File: config.mk
export PLATFORM = sky130hd
export DESIGN_NAME = cclk_gen
export DESIGN_NICKNAME = d
export VERILOG_FILES = /design/src/rtl/cclk_pkg.sv /design/src/rtl/cclk_cfg_reg.sv /design/src/rtl/cclk_bus_width.sv /design/src/rtl/cclk_div_core.sv /design/src/rtl/cclk_gen.sv
export SDC_FILE = /design/constraint.sdc
export NUM_CORES = 1
export LEC_CHECK = 0
export ABC_AREA = 1
export BUFFER_PORTS_ARGS = -buffer_cell sky130_fd_sc_hd__clkbuf_2
export CAP_MARGIN = 10
export CELL_PAD_IN_SITES_DETAIL_PLACEMENT = 1
export CELL_PAD_IN_SITES_GLOBAL_PLACEMENT = 2
export CORE_MARGIN = 2
export CORE_UTILIZATION = 32
export CTS_BUF_LIST = sky130_fd_sc_hd__clkbuf_16
export DETAILED_ROUTE_END_ITERATION = 6
export PLACE_DENSITY = 0.86
export SYNTH_ARGS = -nofsm -noshare
export SYNTH_HDL_FRONTEND = slang
export SYNTH_HIERARCHICAL = 1
export SYNTH_SLANG_ARGS = --single-unit
File: constraint.sdc
create_clock -name clk -period 1.7 [get_ports clk]
set_input_delay 0.34 -clock clk [delete_from_list [all_inputs] [get_ports clk]]
set_output_delay 0.34 -clock clk [all_outputs]
set_load 0.02 [all_outputs]
File: src/rtl/cclk_pkg.sv
// Shared definitions for the card clock divider.
// Field offsets of the control word are given relative to the divider
// width, so the word layout tracks DIV_W.
package cclk_pkg;

    localparam int OFS_EN     = 0;
    localparam int OFS_BYPASS = 1;
    localparam int OFS_NEG    = 2;
    localparam int OFS_FLOW   = 3;
    localparam int OFS_W4     = 4;
    localparam int OFS_W8     = 5;
    localparam int FLAG_BITS  = 6;

    typedef enum logic [1:0] {
        BW_ONE   = 2'd0,
        BW_FOUR  = 2'd1,
        BW_EIGHT = 2'd2
    } bus_width_e;

endpackage

File: src/rtl/cclk_cfg_reg.sv
// Control-word capture.
// Registers the clock-control word once and splits it into fields.
// Assumes the word is stable around the master edge (same clock domain).
module cclk_cfg_reg
    import cclk_pkg::*;
#(
    parameter int DIV_W = 8,
    localparam int CTRL_W = DIV_W + FLAG_BITS
) (
    input  logic              clk,
    input  logic              rst_n,
    input  logic [CTRL_W-1:0] ctrl_word,
    output logic [DIV_W-1:0]  div_q,
    output logic              en_q,
    output logic              bypass_q,
    output logic              neg_q,
    output logic              flow_q,
    output logic              w4_q,
    output logic              w8_q
);

    logic [CTRL_W-1:0] word_q;

    // capture the control word; reset clears every field
    always_ff @(posedge clk) begin
        if (!rst_n) word_q <= '0;
        else        word_q <= ctrl_word;
    end

    // field split
    always_comb begin
        div_q    = word_q[DIV_W-1:0];
        en_q     = word_q[DIV_W + OFS_EN];
        bypass_q = word_q[DIV_W + OFS_BYPASS];
        neg_q    = word_q[DIV_W + OFS_NEG];
        flow_q   = word_q[DIV_W + OFS_FLOW];
        w4_q     = word_q[DIV_W + OFS_W4];
        w8_q     = word_q[DIV_W + OFS_W8];
    end

endmodule

File: src/rtl/cclk_bus_width.sv
// Bus-width decode.
// Turns the two line-count bits into a width code; eight lines take
// priority when both bits are set.
module cclk_bus_width
    import cclk_pkg::*;
(
    input  logic       clk,
    input  logic       rst_n,
    input  logic       w4,
    input  logic       w8,
    output logic [1:0] code
);

    bus_width_e width;

    // priority decode of the width bits
    always_comb begin
        if (w8)      width = BW_EIGHT;
        else if (w4) width = BW_FOUR;
        else         width = BW_ONE;
        code = width;
    end


    bw_code_legal_chk: assert property (@(posedge clk) disable iff (!rst_n)
        code != 2'd3);

endmodule

File: src/rtl/cclk_div_core.sv
// Divided card-clock generator.
// Counts master cycles through a high and a low phase. Phase lengths are
// latched at each rising card-clock edge, so a new divider value waits for
// the next period. A low 'go' stops the clock low and re-arms the core so
// the next start rises on the first edge.
module cclk_div_core #(
    parameter int DIV_W   = 8,
    parameter bit ALT_LAW = 1'b0,
    localparam int CNT_W  = DIV_W + 1
) (
    input  logic             clk,
    input  logic             rst_n,
    input  logic             go,
    input  logic [DIV_W-1:0] div,
    output logic             cclk_q,
    output logic             rise_q,
    output logic             fall_q
);

    logic             run_q;
    logic [CNT_W-1:0] cnt_q;
    logic [CNT_W-1:0] hi_last_q;
    logic [CNT_W-1:0] lo_last_q;
    logic [CNT_W-1:0] hi_last_d;
    logic [CNT_W-1:0] lo_last_d;

    // phase lengths (minus one) for the selected divide law
    generate
        if (ALT_LAW) begin : g_alt
            logic [CNT_W-1:0] ratio;
            logic [CNT_W-1:0] hi_len;
            always_comb begin
                ratio     = {1'b0, div} + CNT_W'(2);
                hi_len    = ratio >> 1;
                hi_last_d = hi_len - CNT_W'(1);
                lo_last_d = ratio - hi_len - CNT_W'(1);
            end
        end else begin : g_std
            always_comb begin
                hi_last_d = {1'b0, div};
                lo_last_d = {1'b0, div};
            end
        end
    endgenerate

    // phase sequencing, length latch and edge strobes
    always_ff @(posedge clk) begin
        if (!rst_n) begin
            run_q     <= 1'b0;
            cclk_q    <= 1'b0;
            cnt_q     <= '0;
            hi_last_q <= '0;
            lo_last_q <= '0;
            rise_q    <= 1'b0;
            fall_q    <= 1'b0;
        end else if (!go) begin
            run_q  <= 1'b0;
            cclk_q <= 1'b0;
            cnt_q  <= '0;
            rise_q <= 1'b0;
            fall_q <= 1'b0;
        end else begin
            rise_q <= 1'b0;
            fall_q <= 1'b0;
            if (!run_q || (!cclk_q && cnt_q == lo_last_q)) begin
                run_q     <= 1'b1;
                cclk_q    <= 1'b1;
                cnt_q     <= '0;
                hi_last_q <= hi_last_d;
                lo_last_q <= lo_last_d;
                rise_q    <= 1'b1;
            end else if (cclk_q && cnt_q == hi_last_q) begin
                cclk_q <= 1'b0;
                cnt_q  <= '0;
                fall_q <= 1'b1;
            end else begin
                cnt_q <= cnt_q + CNT_W'(1);
            end
        end
    end


    rise_on_edge_chk: assert property (@(posedge clk) disable iff (!rst_n)
        rise_q |-> (cclk_q && !$past(cclk_q)));


    fall_on_edge_chk: assert property (@(posedge clk) disable iff (!rst_n)
        fall_q |-> (!cclk_q && $past(cclk_q)));


    stop_low_chk: assert property (@(posedge clk) disable iff (!rst_n)
        !go |=> (!cclk_q && !rise_q && !fall_q));


    len_hold_chk: assert property (@(posedge clk) disable iff (!rst_n)
        !rise_q |-> ($stable(hi_last_q) && $stable(lo_last_q)));


    phase_bound_chk: assert property (@(posedge clk) disable iff (!rst_n)
        run_q |-> (cclk_q ? (cnt_q <= hi_last_q) : (cnt_q <= lo_last_q)));

endmodule

File: src/rtl/cclk_gen.sv
// Card clock divider, top level.
// Registers the control word, runs the divider core, and selects the
// master clock itself when bypass is set. Assumes the control word comes
// from the master-clock domain.
module cclk_gen
    import cclk_pkg::*;
#(
    parameter int DIV_W   = 8,
    parameter bit ALT_LAW = 1'b0,
    localparam int CTRL_W = DIV_W + FLAG_BITS
) (
    input  logic              clk,
    input  logic              rst_n,
    input  logic [CTRL_W-1:0] ctrl_word,
    output logic              cclk_o,
    output logic              rise_tick_o,
    output logic              fall_tick_o,
    output logic              neg_launch_o,
    output logic              flow_en_o,
    output logic [1:0]        bus_width_o
);

    logic [DIV_W-1:0] div_q;
    logic             en_q, bypass_q, neg_q, flow_q, w4_q, w8_q;
    logic             core_cclk, core_rise, core_fall;
    logic             pass_on;

    cclk_cfg_reg #(.DIV_W(DIV_W)) cfg_i (
        .clk      (clk),
        .rst_n    (rst_n),
        .ctrl_word(ctrl_word),
        .div_q    (div_q),
        .en_q     (en_q),
        .bypass_q (bypass_q),
        .neg_q    (neg_q),
        .flow_q   (flow_q),
        .w4_q     (w4_q),
        .w8_q     (w8_q)
    );

    cclk_div_core #(.DIV_W(DIV_W), .ALT_LAW(ALT_LAW)) core_i (
        .clk   (clk),
        .rst_n (rst_n),
        .go    (en_q && !bypass_q),
        .div   (div_q),
        .cclk_q(core_cclk),
        .rise_q(core_rise),
        .fall_q(core_fall)
    );

    cclk_bus_width width_i (
        .clk  (clk),
        .rst_n(rst_n),
        .w4   (w4_q),
        .w8   (w8_q),
        .code (bus_width_o)
    );

    // output selection between divided clock and master-clock bypass
    always_comb begin
        pass_on      = en_q && bypass_q;
        cclk_o       = pass_on ? clk : core_cclk;
        rise_tick_o  = pass_on | core_rise;
        fall_tick_o  = pass_on | core_fall;
        neg_launch_o = ALT_LAW && bypass_q && neg_q;
        flow_en_o    = flow_q;
    end


    bypass_ticks_chk: assert property (@(posedge clk) disable iff (!rst_n)
        (en_q && bypass_q) |-> (rise_tick_o && fall_tick_o));

endmodule

# == After elaboration in Yosys (flattened, before gate mapping) ==
# Index checks and enable logic that the tools add are counted.
# totals
register_bits,35
wordCells,33
# op_classes
n_addsub,1
n_eq_ne,1
n_mux,7
bitwise,4
n_reduce_logical,13
# op_table
cell,n
adder 9 x 1 -> 9 bit (second input constant),1
== test 9 x 8 -> 1 bit,1
2-to-1 mux 1 bit,6
logical AND 1 bit,4
AND reduction 2 bit,2
OR reduction 4 bit,1
zero test 1 bit,3
OR reduction 3 bit,1
2-to-1 mux 2 bit,1
NOT 1 bit,2
bitwise OR 1 bit,2
nonzero test 2 bit,1
logical OR 1 bit,1

# == Logic depth before layout (Yosys ltp) ==
# logic_depth
depth_word,4
depth_mapped,11
mapped_depth_nobuf,11

# == Modules after synthesis ==
# The synthesis kept the hierarchy.
# by_module_without_submodules
module,n_inst,cells_each,area_each_um2,seq_area_each_um2
cclk_div_core,1,144,1079.8,420.4
cclk_cfg_reg,1,43,396.6,280.3
cclk_gen,1,12,52.6,0.0
cclk_bus_width,1,3,17.5,0.0

==> summary.txt <==
Run status
  – Status: finished clean

Placed design
  – Port Buffers: 20
  – Final HPWL DP: around 2100 microns
  – Placed cell area: 1630 sq um
  – Pre-CTS setup slack: between 0.15 and 0.2 ns
  – GPL Wtd Cong: 0.686

Final layout
  – Area grow syn2layout: 20.4%
  – Layout cell share with drive strength beyond 1: 0.222
  – Ant. Diodes: 0
  – Nets: about 240
  – Finished Cell Area: ~1800 sq um

Critical path
  – Type of the worst setup path: clk2out
  – Critical Path, Cell by Cell: clkbuf_16 > nand3_2 > nand2_2 > clkbuf_8
  – Delay-heaviest family, CP: buffers and inverters
  – Crit-path max FO: 2
  – Worst reg2reg startpoint: core_i/cnt_q[2]
  – Peak per-stage delay on the critical path: 0.14 ns
  – CP arrival: around 1.2 ns
  – CP max-delay cell: clkbuf_8
  – Setup crit end kind: output port
  – Worst Path Required: approximately 1.4 ns
  – CP startpoint kind: clock port
  – Worst path bufs/invs: 2
  – Crit. Startpoint: clk

Detailed routing
  – Initial DRC count: 33
  – Vias/cell: 4.30
  – DRC viols: 0
  – Final antenna-violating net count: 0
  – WL final: 2890 microns
  – Drt wl/cell: between 10 and 15 microns
  – Via count: between 1000 and 1500
  – DRT Pass-1 Iters: 4

Timing
  – Fin. Hold Viols: 0
  – Clk_skew: 0.00227 ns
  – Slew Limit Fails: 0
  – Setup TNS: 0 ns
  – Worst Slack Setup Final: 0.132 ns
  – Worst hold slack: roughly 0.13 ns
  – RSZ-0062 raised after global routing: false
  – Endpoints failing setup: 0

GRT
  – Grt ovf: 0
  – Vias in the first global route: about 1200
  – Initial antenna violation count: 0
  – Gr usage total: 0.130
  – Largest net degree at the start of global routing: 22
  – Global-route wire length before repair: around 5100 microns

Power
  – Int Pwr: 1630 uW
  – Net Sw Power: ~470 uW
  – Sw Share: 0.222
  – Part of the power in the clock network: 0.517
  – Pwr/cell area: around 1100 nW/um^2
  – Register share of total power: 0.406
  – Lkg Pwr: 0.000889 uW
  – Logic pwr share: 0.078
  – Peak VDD IR: 495 uV

Floorplan
  – Die Y-Extent: approximately 73 microns
  – Row count: 25
  – Die width: ~73 microns
  – Initial Utilization: 0.326
  – Die area: 5310 sq um
  – Core area: 4660 sq um
  – Num ports: 23

Clocking
  – Clock latency on the worst-skew pair: slightly below 0.4 ns
  – CTS tree: yes
  – Clock slew at reported path FFs: approximately 0.050 ns

Synthesis
  – Synth Instances: roughly 200
  – Yosys warns: 6
  – Post-Syn Area: about 1500 sq um
  – Average size of a mapped cell: ~7.6 sq um
  – Syn nets: about 220

Job
  – Max-Cap Viols: 0

Hold path
  – Hold Path Origin: ctrl_word[12]
  – Worst Hold Class: in2reg
## metal layers
metal  GRT usage  share of wire
met1       0.136           0.44
met2       0.212           0.48
met3      0.0483          0.055
met4      0.0967          0.024
met5           0              0
## registers in the layout (all words and copies together), names as in the netlist
signal	flops
cfg_i/word_q	13
core_i/cclk_q	1
core_i/cnt_q	9
core_i/fall_q	1
core_i/lo_last_q	8
core_i/rise_q	1
core_i/run_q	1
## cell usage in the layout (no fill, tap or decap), drive strengths merged
cell / count
clkinv: 4
inv: 44
xnor2: 2
clkbuf: 27
nor3: 8
dfxtp: 34
buf: 3
nor2: 16
nor3b: 2
a21oi: 10
nand2: 50
o211ai: 1
nand4: 2
nand3: 15
conb: 1
xor2: 5
ha: 1
## power by group through the flow
stage | sequential, uW | combinational (uW) | clock, uW
6_report | 849 | 163 | 1080
3_5_place_dp | 866 | 164 | 7.67
5_1_grt | 853 | 188 | 1140
4_1_cts | 849 | 166 | 1120
2_1_floorplan | 863 | 135 | 5.52
3_3_place_gp | 864 | 160 | 7.67
## worst reg2reg max path, stage by stage (launching register included)
cell	delay (ns)
dfxtp_1	0.43
inv_2	0.04
nand2_1	0.05
nand4_1	0.12
nor2_2	0.16
nand3_2	0.13
nand2_4	0.23
nand3_1	0.12
nand2_1	0.07
nor2_1	0.03
## cell type report
| type | instances | area (sq um) |
|---|---|---|
| Clock inverter | 3 | 11.3 |
| Multi-Input combinational cell | 113 | 594 |
| Sequential cell | 34 | 681 |
| Timing Repair Buffer | 22 | 118 |
| Clock buffer | 8 | 189 |
| Inverter | 45 | 169 |
| Fill cell | 579 | 2830 |
| Tap cell | 54 | 67.6 |
## repair_timing
item / CTS / global route
endpoints found under the setup margin: 1 / 0
hold buffers: 0 / 0
buffers inserted: 0 / 0
gates resized for setup: 4 / 0
## per-stage QoR
stage | utilization | total power [uW] | cells
after floorplan | - | 1000 | 199
after global placement | 0.349 | 1030 | 269
after detailed placement | 0.349 | 1040 | 269
after CTS | 0.392 | 2130 | 279
after global routing | 0.392 | 2180 | 279
final | 0.392 | 2090 | 279
## worst paths after layout
check | to | slack [ns] | cells past startpoint
worst max-delay path | cclk_o | 0.13 | 4
worst min-delay path | cfg_i/word_q[12] | 0.13 | 3
worst max register to register | core_i/lo_last_q[1] | 0.21 | 9
worst min register to register | core_i/lo_last_q[1] | 0.49 | 2
Power figures use the tool's default switching activity.
